==> src/rtl/tdr_pkg.sv <==
// Shared definitions for the transmit descriptor ring reader.
// Assumes flag bit positions are fixed by the host software contract.
package tdr_pkg;

    localparam int FLAG_OWN  = 7;
    localparam int FLAG_ERR  = 6;
    localparam int FLAG_MORE = 4;
    localparam int FLAG_ONE  = 3;
    localparam int FLAG_DEF  = 2;
    localparam int FLAG_STP  = 1;
    localparam int FLAG_ENP  = 0;

    typedef struct packed {
        logic [1:0] retries;
        logic       deferred;
        logic       late_col;
        logic       no_carrier;
        logic       underflow;
    } tx_outcome_t;

    typedef enum logic [3:0] {
        S_IDLE, S_FLAG_RQ, S_BASE_RQ, S_LEN_RQ, S_LEN_CAP,
        S_DRD, S_DLO, S_DHI, S_WSTAT, S_WFLAG, S_HALT
    } rd_state_t;

endpackage

==> src/rtl/tdr_ring_ptr.sv <==
// Ring index and descriptor address generator.
// Holds the current ring index, wraps it with a mask derived from the
// log2 ring size, and flags the last slot. Assumes AW >= IW + 2.
module tdr_ring_ptr #(
    parameter int AW = 10,
    parameter int IW = 7
) (
    input  logic          clk,
    input  logic          rst_n,
    input  logic [AW-1:0] ring_base,
    input  logic [2:0]    ring_log2,
    input  logic          advance,
    output logic [AW-1:0] desc_addr,
    output logic          at_last
);
    logic [IW-1:0] idx;
    logic [IW-1:0] mask;

    // Mask of valid index bits for the configured ring size.
    always_comb mask = ~({IW{1'b1}} << ring_log2);

    // Index register: moves to the next slot with wrap.
    always_ff @(posedge clk) begin
        if (!rst_n)       idx <= '0;
        else if (advance) idx <= (idx + 1'b1) & mask;
    end

    // Word address of the current descriptor and last-slot flag.
    always_comb begin
        desc_addr = ring_base + AW'({idx, 2'b00});
        at_last   = (idx == mask);
    end
endmodule

==> src/rtl/tdr_status_pack.sv <==
// Composes the completion status word and the returned flag byte.
// Assumes the outcome is only meaningful for an end-of-packet descriptor.
module tdr_status_pack
    import tdr_pkg::*;
(
    input  logic [7:0]  flag_in,
    input  logic        buf_err,
    input  tx_outcome_t outcome,
    output logic [15:0] status_word,
    output logic [7:0]  flag_out
);
    logic eop;

    // Pack status bits, then derive the summary and retry flags.
    always_comb begin
        eop         = flag_in[FLAG_ENP];
        status_word = '0;
        status_word[15] = buf_err;
        status_word[14] = eop & outcome.underflow;
        status_word[12] = eop & outcome.late_col;
        status_word[11] = eop & outcome.no_carrier;
        status_word[10] = eop & (outcome.retries == 2'd3);
        flag_out            = '0;
        flag_out[FLAG_ERR]  = |status_word[15:10];
        flag_out[FLAG_MORE] = eop & (outcome.retries >= 2'd2);
        flag_out[FLAG_ONE]  = eop & (outcome.retries == 2'd1);
        flag_out[FLAG_DEF]  = eop & outcome.deferred;
        flag_out[FLAG_STP]  = flag_in[FLAG_STP];
        flag_out[FLAG_ENP]  = flag_in[FLAG_ENP];
    end
endmodule

==> src/rtl/tx_desc_ring_reader.sv <==
// Transmit descriptor ring reader.
// Polls the current descriptor on a demand or tick, streams its buffer
// bytes (low byte first), writes status then the flag with ownership
// cleared, and pulses tx_int at the end of a frame. Assumes one-cycle
// read latency on the memory port and a ring base aligned to 4 words.
module tx_desc_ring_reader
    import tdr_pkg::*;
#(
    parameter int AW = 10,
    parameter int IW = 7,
    parameter int CW = 13
) (
    input  logic          clk,
    input  logic          rst_n,
    input  logic [AW-1:0] ring_base,
    input  logic [15:0]   ring_len_word,
    input  logic          tx_demand,
    input  logic          poll_tick,
    output logic          mem_req,
    output logic          mem_we,
    output logic [AW-1:0] mem_addr,
    output logic [15:0]   mem_wdata,
    input  logic [15:0]   mem_rdata,
    output logic          tx_valid,
    output logic [7:0]    tx_data,
    output logic          tx_last,
    input  logic [1:0]    mac_retries,
    input  logic          mac_deferred,
    input  logic          mac_late_col,
    input  logic          mac_no_carrier,
    input  logic          mac_underflow,
    output logic          tx_int,
    output logic          halted
);
    rd_state_t     state;
    logic [AW-1:0] desc_addr;
    logic          at_last;
    logic          advance;
    logic          pend;
    logic          kick;
    logic [7:0]    flag_q;
    logic [7:0]    base_hi_q;
    logic [AW-1:0] buf_addr;
    logic [CW-1:0] remain;
    logic [7:0]    hi_q;
    logic          buf_err_q;
    logic          int_q;
    tx_outcome_t   outcome_q;
    logic [15:0]   status_word;
    logic [7:0]    flag_out;
    logic [15:0]   neg_len;
    logic [23:0]   full_base;

    tdr_ring_ptr #(.AW(AW), .IW(IW)) u_ptr (
        .clk       (clk),
        .rst_n     (rst_n),
        .ring_base (ring_base),
        .ring_log2 (ring_len_word[15:13]),
        .advance   (advance),
        .desc_addr (desc_addr),
        .at_last   (at_last)
    );

    tdr_status_pack u_pack (
        .flag_in     (flag_q),
        .buf_err     (buf_err_q),
        .outcome     (outcome_q),
        .status_word (status_word),
        .flag_out    (flag_out)
    );

    // Poll request now or latched earlier.
    always_comb kick = pend | tx_demand | poll_tick;

    // Byte count from the negated length and the full buffer address.
    always_comb begin
        neg_len   = 16'h0000 - mem_rdata;
        full_base = {base_hi_q, mem_rdata};
    end

    // Memory port driven from the current state.
    always_comb begin
        mem_req   = 1'b1;
        mem_we    = 1'b0;
        mem_addr  = desc_addr;
        mem_wdata = '0;
        unique case (state)
            S_FLAG_RQ: mem_addr = desc_addr + AW'(1);
            S_BASE_RQ: mem_addr = desc_addr;
            S_LEN_RQ:  mem_addr = desc_addr + AW'(2);
            S_DRD:     mem_addr = buf_addr;
            S_WSTAT: begin
                mem_we    = 1'b1;
                mem_addr  = desc_addr + AW'(3);
                mem_wdata = status_word;
            end
            S_WFLAG: begin
                mem_we    = 1'b1;
                mem_addr  = desc_addr + AW'(1);
                mem_wdata = {flag_out, base_hi_q};
            end
            default: mem_req = 1'b0;
        endcase
    end

    // Byte stream outputs.
    always_comb begin
        tx_valid = (state == S_DLO) || (state == S_DHI);
        tx_data  = (state == S_DLO) ? mem_rdata[7:0] : hi_q;
        tx_last  = tx_valid && (remain == CW'(1)) && flag_q[FLAG_ENP];
        advance  = (state == S_WFLAG) && !buf_err_q;
        tx_int   = int_q;
        halted   = (state == S_HALT);
    end

    // Latch of poll requests that arrive while busy.
    always_ff @(posedge clk) begin
        if (!rst_n)                pend <= 1'b0;
        else if (state == S_IDLE)  pend <= 1'b0;
        else if (state != S_HALT)  pend <= pend | tx_demand | poll_tick;
    end

    // Main sequencer: fetch, stream, write back, release.
    always_ff @(posedge clk) begin
        if (!rst_n) begin
            state     <= S_IDLE;
            flag_q    <= '0;
            base_hi_q <= '0;
            buf_addr  <= '0;
            remain    <= '0;
            hi_q      <= '0;
            buf_err_q <= 1'b0;
            int_q     <= 1'b0;
            outcome_q <= '0;
        end else begin
            int_q <= 1'b0;
            unique case (state)
                S_IDLE: if (kick) state <= S_FLAG_RQ;
                S_FLAG_RQ: state <= S_BASE_RQ;
                S_BASE_RQ: begin
                    flag_q    <= mem_rdata[15:8];
                    base_hi_q <= mem_rdata[7:0];
                    buf_err_q <= mem_rdata[8+FLAG_OWN] && !mem_rdata[8+FLAG_ENP] && at_last;
                    if (!mem_rdata[8+FLAG_OWN])
                        state <= S_IDLE;
                    else if (!mem_rdata[8+FLAG_ENP] && at_last)
                        state <= S_WSTAT;
                    else
                        state <= S_LEN_RQ;
                end
                S_LEN_RQ: begin
                    buf_addr <= full_base[AW-1:0];
                    state    <= S_LEN_CAP;
                end
                S_LEN_CAP: begin
                    remain <= neg_len[CW-1:0];
                    state  <= S_DRD;
                end
                S_DRD: state <= S_DLO;
                S_DLO, S_DHI: begin
                    if (state == S_DLO) hi_q <= mem_rdata[15:8];
                    else                buf_addr <= buf_addr + AW'(1);
                    if (tx_last)
                        outcome_q <= '{mac_retries, mac_deferred, mac_late_col,
                                       mac_no_carrier, mac_underflow};
                    remain <= remain - CW'(1);
                    if (remain == CW'(1))  state <= S_WSTAT;
                    else if (state == S_DLO) state <= S_DHI;
                    else                     state <= S_DRD;
                end
                S_WSTAT: state <= S_WFLAG;
                S_WFLAG: begin
                    int_q <= flag_q[FLAG_ENP] | buf_err_q;
                    if (buf_err_q)              state <= S_HALT;
                    else if (flag_q[FLAG_ENP])  state <= S_IDLE;
                    else                        state <= S_FLAG_RQ;
                end
                default: state <= S_HALT;
            endcase
        end
    end
endmodule

==> config.mk <==
export PLATFORM = sky130hd
export DESIGN_NAME = tx_desc_ring_reader
export DESIGN_NICKNAME = d
export VERILOG_FILES = /design/src/rtl/tdr_pkg.sv /design/src/rtl/tdr_ring_ptr.sv /design/src/rtl/tdr_status_pack.sv /design/src/rtl/tx_desc_ring_reader.sv
export SDC_FILE = /design/constraint.sdc
export NUM_CORES = 1
export LEC_CHECK = 0
export BUFFER_PORTS_ARGS = -buffer_cell sky130_fd_sc_hd__clkbuf_2
export CAP_MARGIN = 5
export CORE_MARGIN = 2
export CORE_UTILIZATION = 40
export DETAILED_ROUTE_END_ITERATION = 6
export PLACE_DENSITY = 0.6
export SYNTH_ARGS = -nofsm -noshare
export SYNTH_HDL_FRONTEND = slang
export SYNTH_SLANG_ARGS = --single-unit
==> constraint.sdc <==
create_clock -name clk -period 5.1 [get_ports clk]
set_input_delay 1.02 -clock clk [delete_from_list [all_inputs] [get_ports clk]]
set_output_delay 1.02 -clock clk [all_outputs]
set_load 0.03 [all_outputs]
---- Yosys cells after proc, flatten, opt, wreduce, memory -nomap -nowiden ----
Index checks and enable logic that the tools add are counted.
storage, ports and cells
  flip-flop bits (word level) ............. 61
  output and inout port bits .............. 40
  input bits .............................. 52
cells by class
  magnitude comparators ................... 1
  muxes and demuxes ....................... 16
  reduce and logical (&&, ||, !) cells .... 22
  bitwise operators ....................... 13
  $add $sub $neg .......................... 8
  equality and inequality tests ........... 17
  shifts and indexed selects .............. 1
operators by type and width
  operator                                             count
  case mux 10 bit (4 select lines)                     1
  case mux 4 bit (9 select lines)                      1
  case mux 16 bit (2 select lines)                     1
  case mux 13 bit (2 select lines)                     1
  adder 10 x 1 -> 10 bit (second input constant)       2
  adder 10 x 2 -> 10 bit (second input constant)       2
  two-way mux 4 bit                                    5
  case mux 10 bit (2 select lines)                     1
  == test 4 x 3 -> 1 bit (second input constant)       4
  == test 13 x 1 -> 1 bit (second input constant)      1
  subtractor 1 x 13 -> 13 bit (first input constant)   1
  subtractor 13 x 1 -> 13 bit (second input constant)  1
  == test 4 bit (second input constant)                3
  adder 10 x 9 -> 10 bit                               1
  two-way mux 10 bit                                   1
  == test 4 x 2 -> 1 bit (second input constant)       2
  two-way mux 8 bit                                    1
  AND reduction 2 bit                                  4
  OR reduction 2 bit                                   4
  adder 7 x 1 -> 7 bit (second input constant)         1
  AND 1 bit                                            7
  AND 7 bit                                            1
  == test 7 bit                                        1
  inverter 7 bit                                       1
  other kinds (18)                                     30

---- Longest topological paths before layout ----
  depth after elaboration ................. 7
  depth in mapped cells ................... 10
  depth with buffers taken out ............ 9

---- Modules after synthesis ----
From an unflattened synthesis, not the netlist that was laid out.
second synthesis, totals
  cells, all modules ...................... 675
  area total of the unflattened synthesis .. 4898.4 um^2
by module, submodules not included
  module               cells each  area an instance (um^2)  instances
  tx_desc_ring_reader  541         3907.5                   1
  tdr_ring_ptr         107         793.3                    1
  tdr_status_pack      27          197.7                    1

---- Worst setup path before layout ----
No wires, ideal clock.
  path kind ............................... input to output
  start point ............................. in ring_base[2]
  end point ............................... out mem_addr[9]
  path buffers ............................ 0
  data arrival time ....................... 3.416 ns
  path slack .............................. 0.664 ns
  cell stages on the path ................. 8
  cell sequence ........................... ha_1 > fa_1 > a211oi_1 > o21ai_0 > nor4_1 > nand3_1 > xor2_1 > o211ai_1
between the ends
  word-level cells in the longest chain between the ends .. 3
RTL lines
  item                                                  line                                                  RTL
  from (decl)                                           tx_desc_ring_reader.sv:15                             input logic [AW-1:0] ring_base,
  adder 10 x 9 -> 10 bit *                              tdr_ring_ptr.sv:30                                    desc_addr = ring_base + AW'({idx, 2'b00});
  adder 10 x 1 -> 10 bit, or another cell as far along  tx_desc_ring_reader.sv:88, tx_desc_ring_reader.sv:99
  case mux 10 bit (4 select lines) *                    tx_desc_ring_reader.sv:87                             unique case (state)
  to (decl)                                             tx_desc_ring_reader.sv:21                             output logic [AW-1:0] mem_addr,
Mark *: on every way between the ends. The rest lies on a longest branch, timed or not.

---- Worst setup path after layout ----
  start point ............................. in ring_base[2]
  end point ............................... out mem_addr[8]
The elaborated chain is that of the path after synthesis.

==> impl_metrics.json <==
{
  "drive_gt1_share_pct": 15.5,
  "p_leak_uw": 0.00214,
  "synthesis.area_sq_um": 4510,
  "synth-seq-area-share_pct": 27.1,
  "seqPwrFrac_pct": 36.5,
  "yosysWarnings": 0,
  "htreeDepth": 3,
  "timing.fmax_ghz": 0.227,
  "core_sq_um": 10900,
  "skew_ns": 0.00397,
  "slew_headroom_pct": 33.2,
  "rsz0062_at_grt": "no",
  "worst_pin_slew_ns": 0.994,
  "grt_usage_pct": 22.4,
  "intPower_uw": 978,
  "hp-class": "flop to flop",
  "tns_ns": 0,
  "start_kind": "input pin",
  "avgViaCountPerCell": 5.90,
  "grt_max_degree": 29,
  "end_kind": "output pin",
  "nNetsFinal": 768,
  "synth_area_leaders": "dfxtp_1 (27%), nand2_1 (8.8%), a21oi_1 (7.4%)",
  "drv_cap": 0,
  "cts.clk_slew.worst_paths_ns": 0.05,
  "status": "finished clean",
  "io-pin-count": 92,
  "place_hpwl_microns": 10100,
  "fin_crit_sh_pct": 86.4,
  "fill_cells": 1138,
  "synth_nets": 711,
  "tritoncts": "done",
  "dpl.cell_count": 827,
  "die_h_microns": 110,
  "ys_types": 71,
  "via_count": 4973,
  "cts_buffers": 9,
  "synth_commonest_cells": "nand2_1 (106), nor2_1 (73), a21oi_1 (67)",
  "yosys_register_bits": 61,
  "drc_errors": 0,
  "synth.largest_area_cell": "dfxtp_1",
  "grt-ovfl-total": 0,
  "p_comb_share_pct": 19.5,
  "postSynthCellCount": 642,
  "fin_cells": 843,
  "post_drt_wl_per_cell_microns": 16.3,
  "yosysMostFrequentCell": "nand2_1",
  "required_ns": 4.08,
  "antenna_found_initial": 0,
  "drt_wl_total_microns": 13700,
  "core.rowCount": 38,
  "async_flop_share_pct": 0,
  "maxSlewViolCount": 0,
  "clock-sinks": 61,
  "critPathKind": "input pin to output pin",
  "antennaDiodeCount": 0,
  "dieArea_sq_um": 12100,
  "total_power_uw": 1380,
  "firstDrtPassIters": 5,
  "hold_viol": 0,
  "port_buffers": 77,
  "p_switching_uw": 406,
  "crit_path_max_fanout": 6,
  "final_antenna_net_count": 0,
  "cts_setup_buffers": 0,
  "ctsResizeCount": 0,
  "vdd_ir_drop_max_v": 0.000158,
  "die_w_microns": 110,
  "area_growth_pct": 16.7,
  "synth_top_area_share_pct": 27.1,
  "clk_latency_ns": 0.33,
  "grt_pass1_vias": 4422,
  "p_clk_share_pct": 44.0,
  "cp.arrival_ns": 3.39,
  "sw_frac_of_total_pct": 29.3,
  "clockRootBuffer": "clkbuf_16",
  "setup_viol": 0,
  "fin_crit_ns": 4.41,
  "cts_buffer_depth": 2,
  "hold_buffers": 0,
  "synth_edf_count": 0,
  "gp_congestion": 0.855,
  "synth_ff_type": "dfxtp_1",
  "drt_iter0_markers": 361,
  "powerDensity_nw_per_um2": 263,
  "grt_pass1_wl_microns": 21600,
  "avgSynthCellArea_sq_um": 7.02,
  "initial_utilization_pct": 41.2
}
[routing by layer]
layer | track usage [%] | wire length, microns | share of wire (%)
met5 | 0 | 0 | 0
met4 | 9.02 | 260 | 1.9
met3 | 3.12 | 748 | 5.4
met2 | 36.3 | 6450 | 47
met1 | 29.9 | 6280 | 46
[stage by stage]
step / util (%) / hold WS [ns] / worst slack [ns] / area, sq um
after global routing: 48.1 / 0.463 / 0.518 / 5260
after floorplan: - / 0.432 / 0.664 / 4510
after global placement: 45.3 / 0.442 / 0.793 / 4950
final: 48.1 / 0.450 / 0.694 / 5260
after CTS: 48.0 / 0.451 / 0.754 / 5250
after detailed placement: 45.3 / 0.443 / 0.765 / 4950
[state kept, by name, indices dropped and copies added, names as in the netlist]
register and cells:
pend 1, state 4, outcome_q 6, buf_addr 10
flag_q 2, hi_q 8, tx_int 1, buf_err_q 1
u_ptr.idx 7, base_hi_q 8, remain 13
[kinds of logic after synthesis]
logic type               after synthesis  share of synthesized area [%]
AND/OR/NAND/NOR                      306                           32.6
other                                  1                         0.0832
buffers and inverters                 51                           4.69
AO/OA/AOI/OAI                        179                           24.9
multiplexers                          10                           2.22
XOR/XNOR                              17                           3.30
adder cells (fa/ha/maj)               17                           5.05
flip-flops                            61                           27.1
[final timing paths]
kind	startpoint	end	slack, ns	depth (start not counted)
hold / removal	base_hi_q[7]	base_hi_q[7]	0.45	2
hold reg to reg	base_hi_q[7]	base_hi_q[7]	0.45	2
setup reg to reg	state[3]	u_ptr.idx[4]	2.21	6
setup / recovery	ring_base[2]	mem_addr[8]	0.69	9
[worst max-delay path: stages]
cell	delay [ns]
clkbuf_2	0.09
ha_1	0.23
fa_1	0.43
xor2_1	0.44
and4_1	0.35
nand2_1	0.09
a221oi_1	0.33
o32a_1	0.21
clkbuf_2	0.20
[cells in the final DEF, fill, tap and decap left out, types with 6 or more instances in the layout]
master	instances
nor2_1	73
buf_4	6
nand4_1	12
mux2i_1	10
nor3_1	12
dfxtp_1	61
clkbuf_16	9
o21ai_0	39
nor4_1	9
nor2b_1	7
a21oi_1	67
a211oi_1	9
clkbuf_2	77
nand3_1	25
a21o_1	6
xor2_1	12
inv_1	13
nand2_1	106
ha_1	15
and3_1	23
[power groups by stage]
stage,sequential [uW],clock [uW],combinational [uW]
detailed placement,515,0,265
global route,507,640,295
floorplan,505,0,189
CTS,505,621,267
global placement,514,0,261
finish,506,609,270
[final cells by class]
class / instances / area (sq um) / share of cell area (%)
clock buffers: 11 / 253 / 4.81
inverters: 13 / 48.8 / 0.928
flip-flops and latches: 61 / 1220 / 23.2
well taps: 140 / 175 / 3.33
repair buffers: 84 / 438 / 8.33
multi-input cells: 530 / 3070 / 58.5
clock inverters: 4 / 47.5 / 0.904
Note: power is estimated with default switching activity, not from simulation.
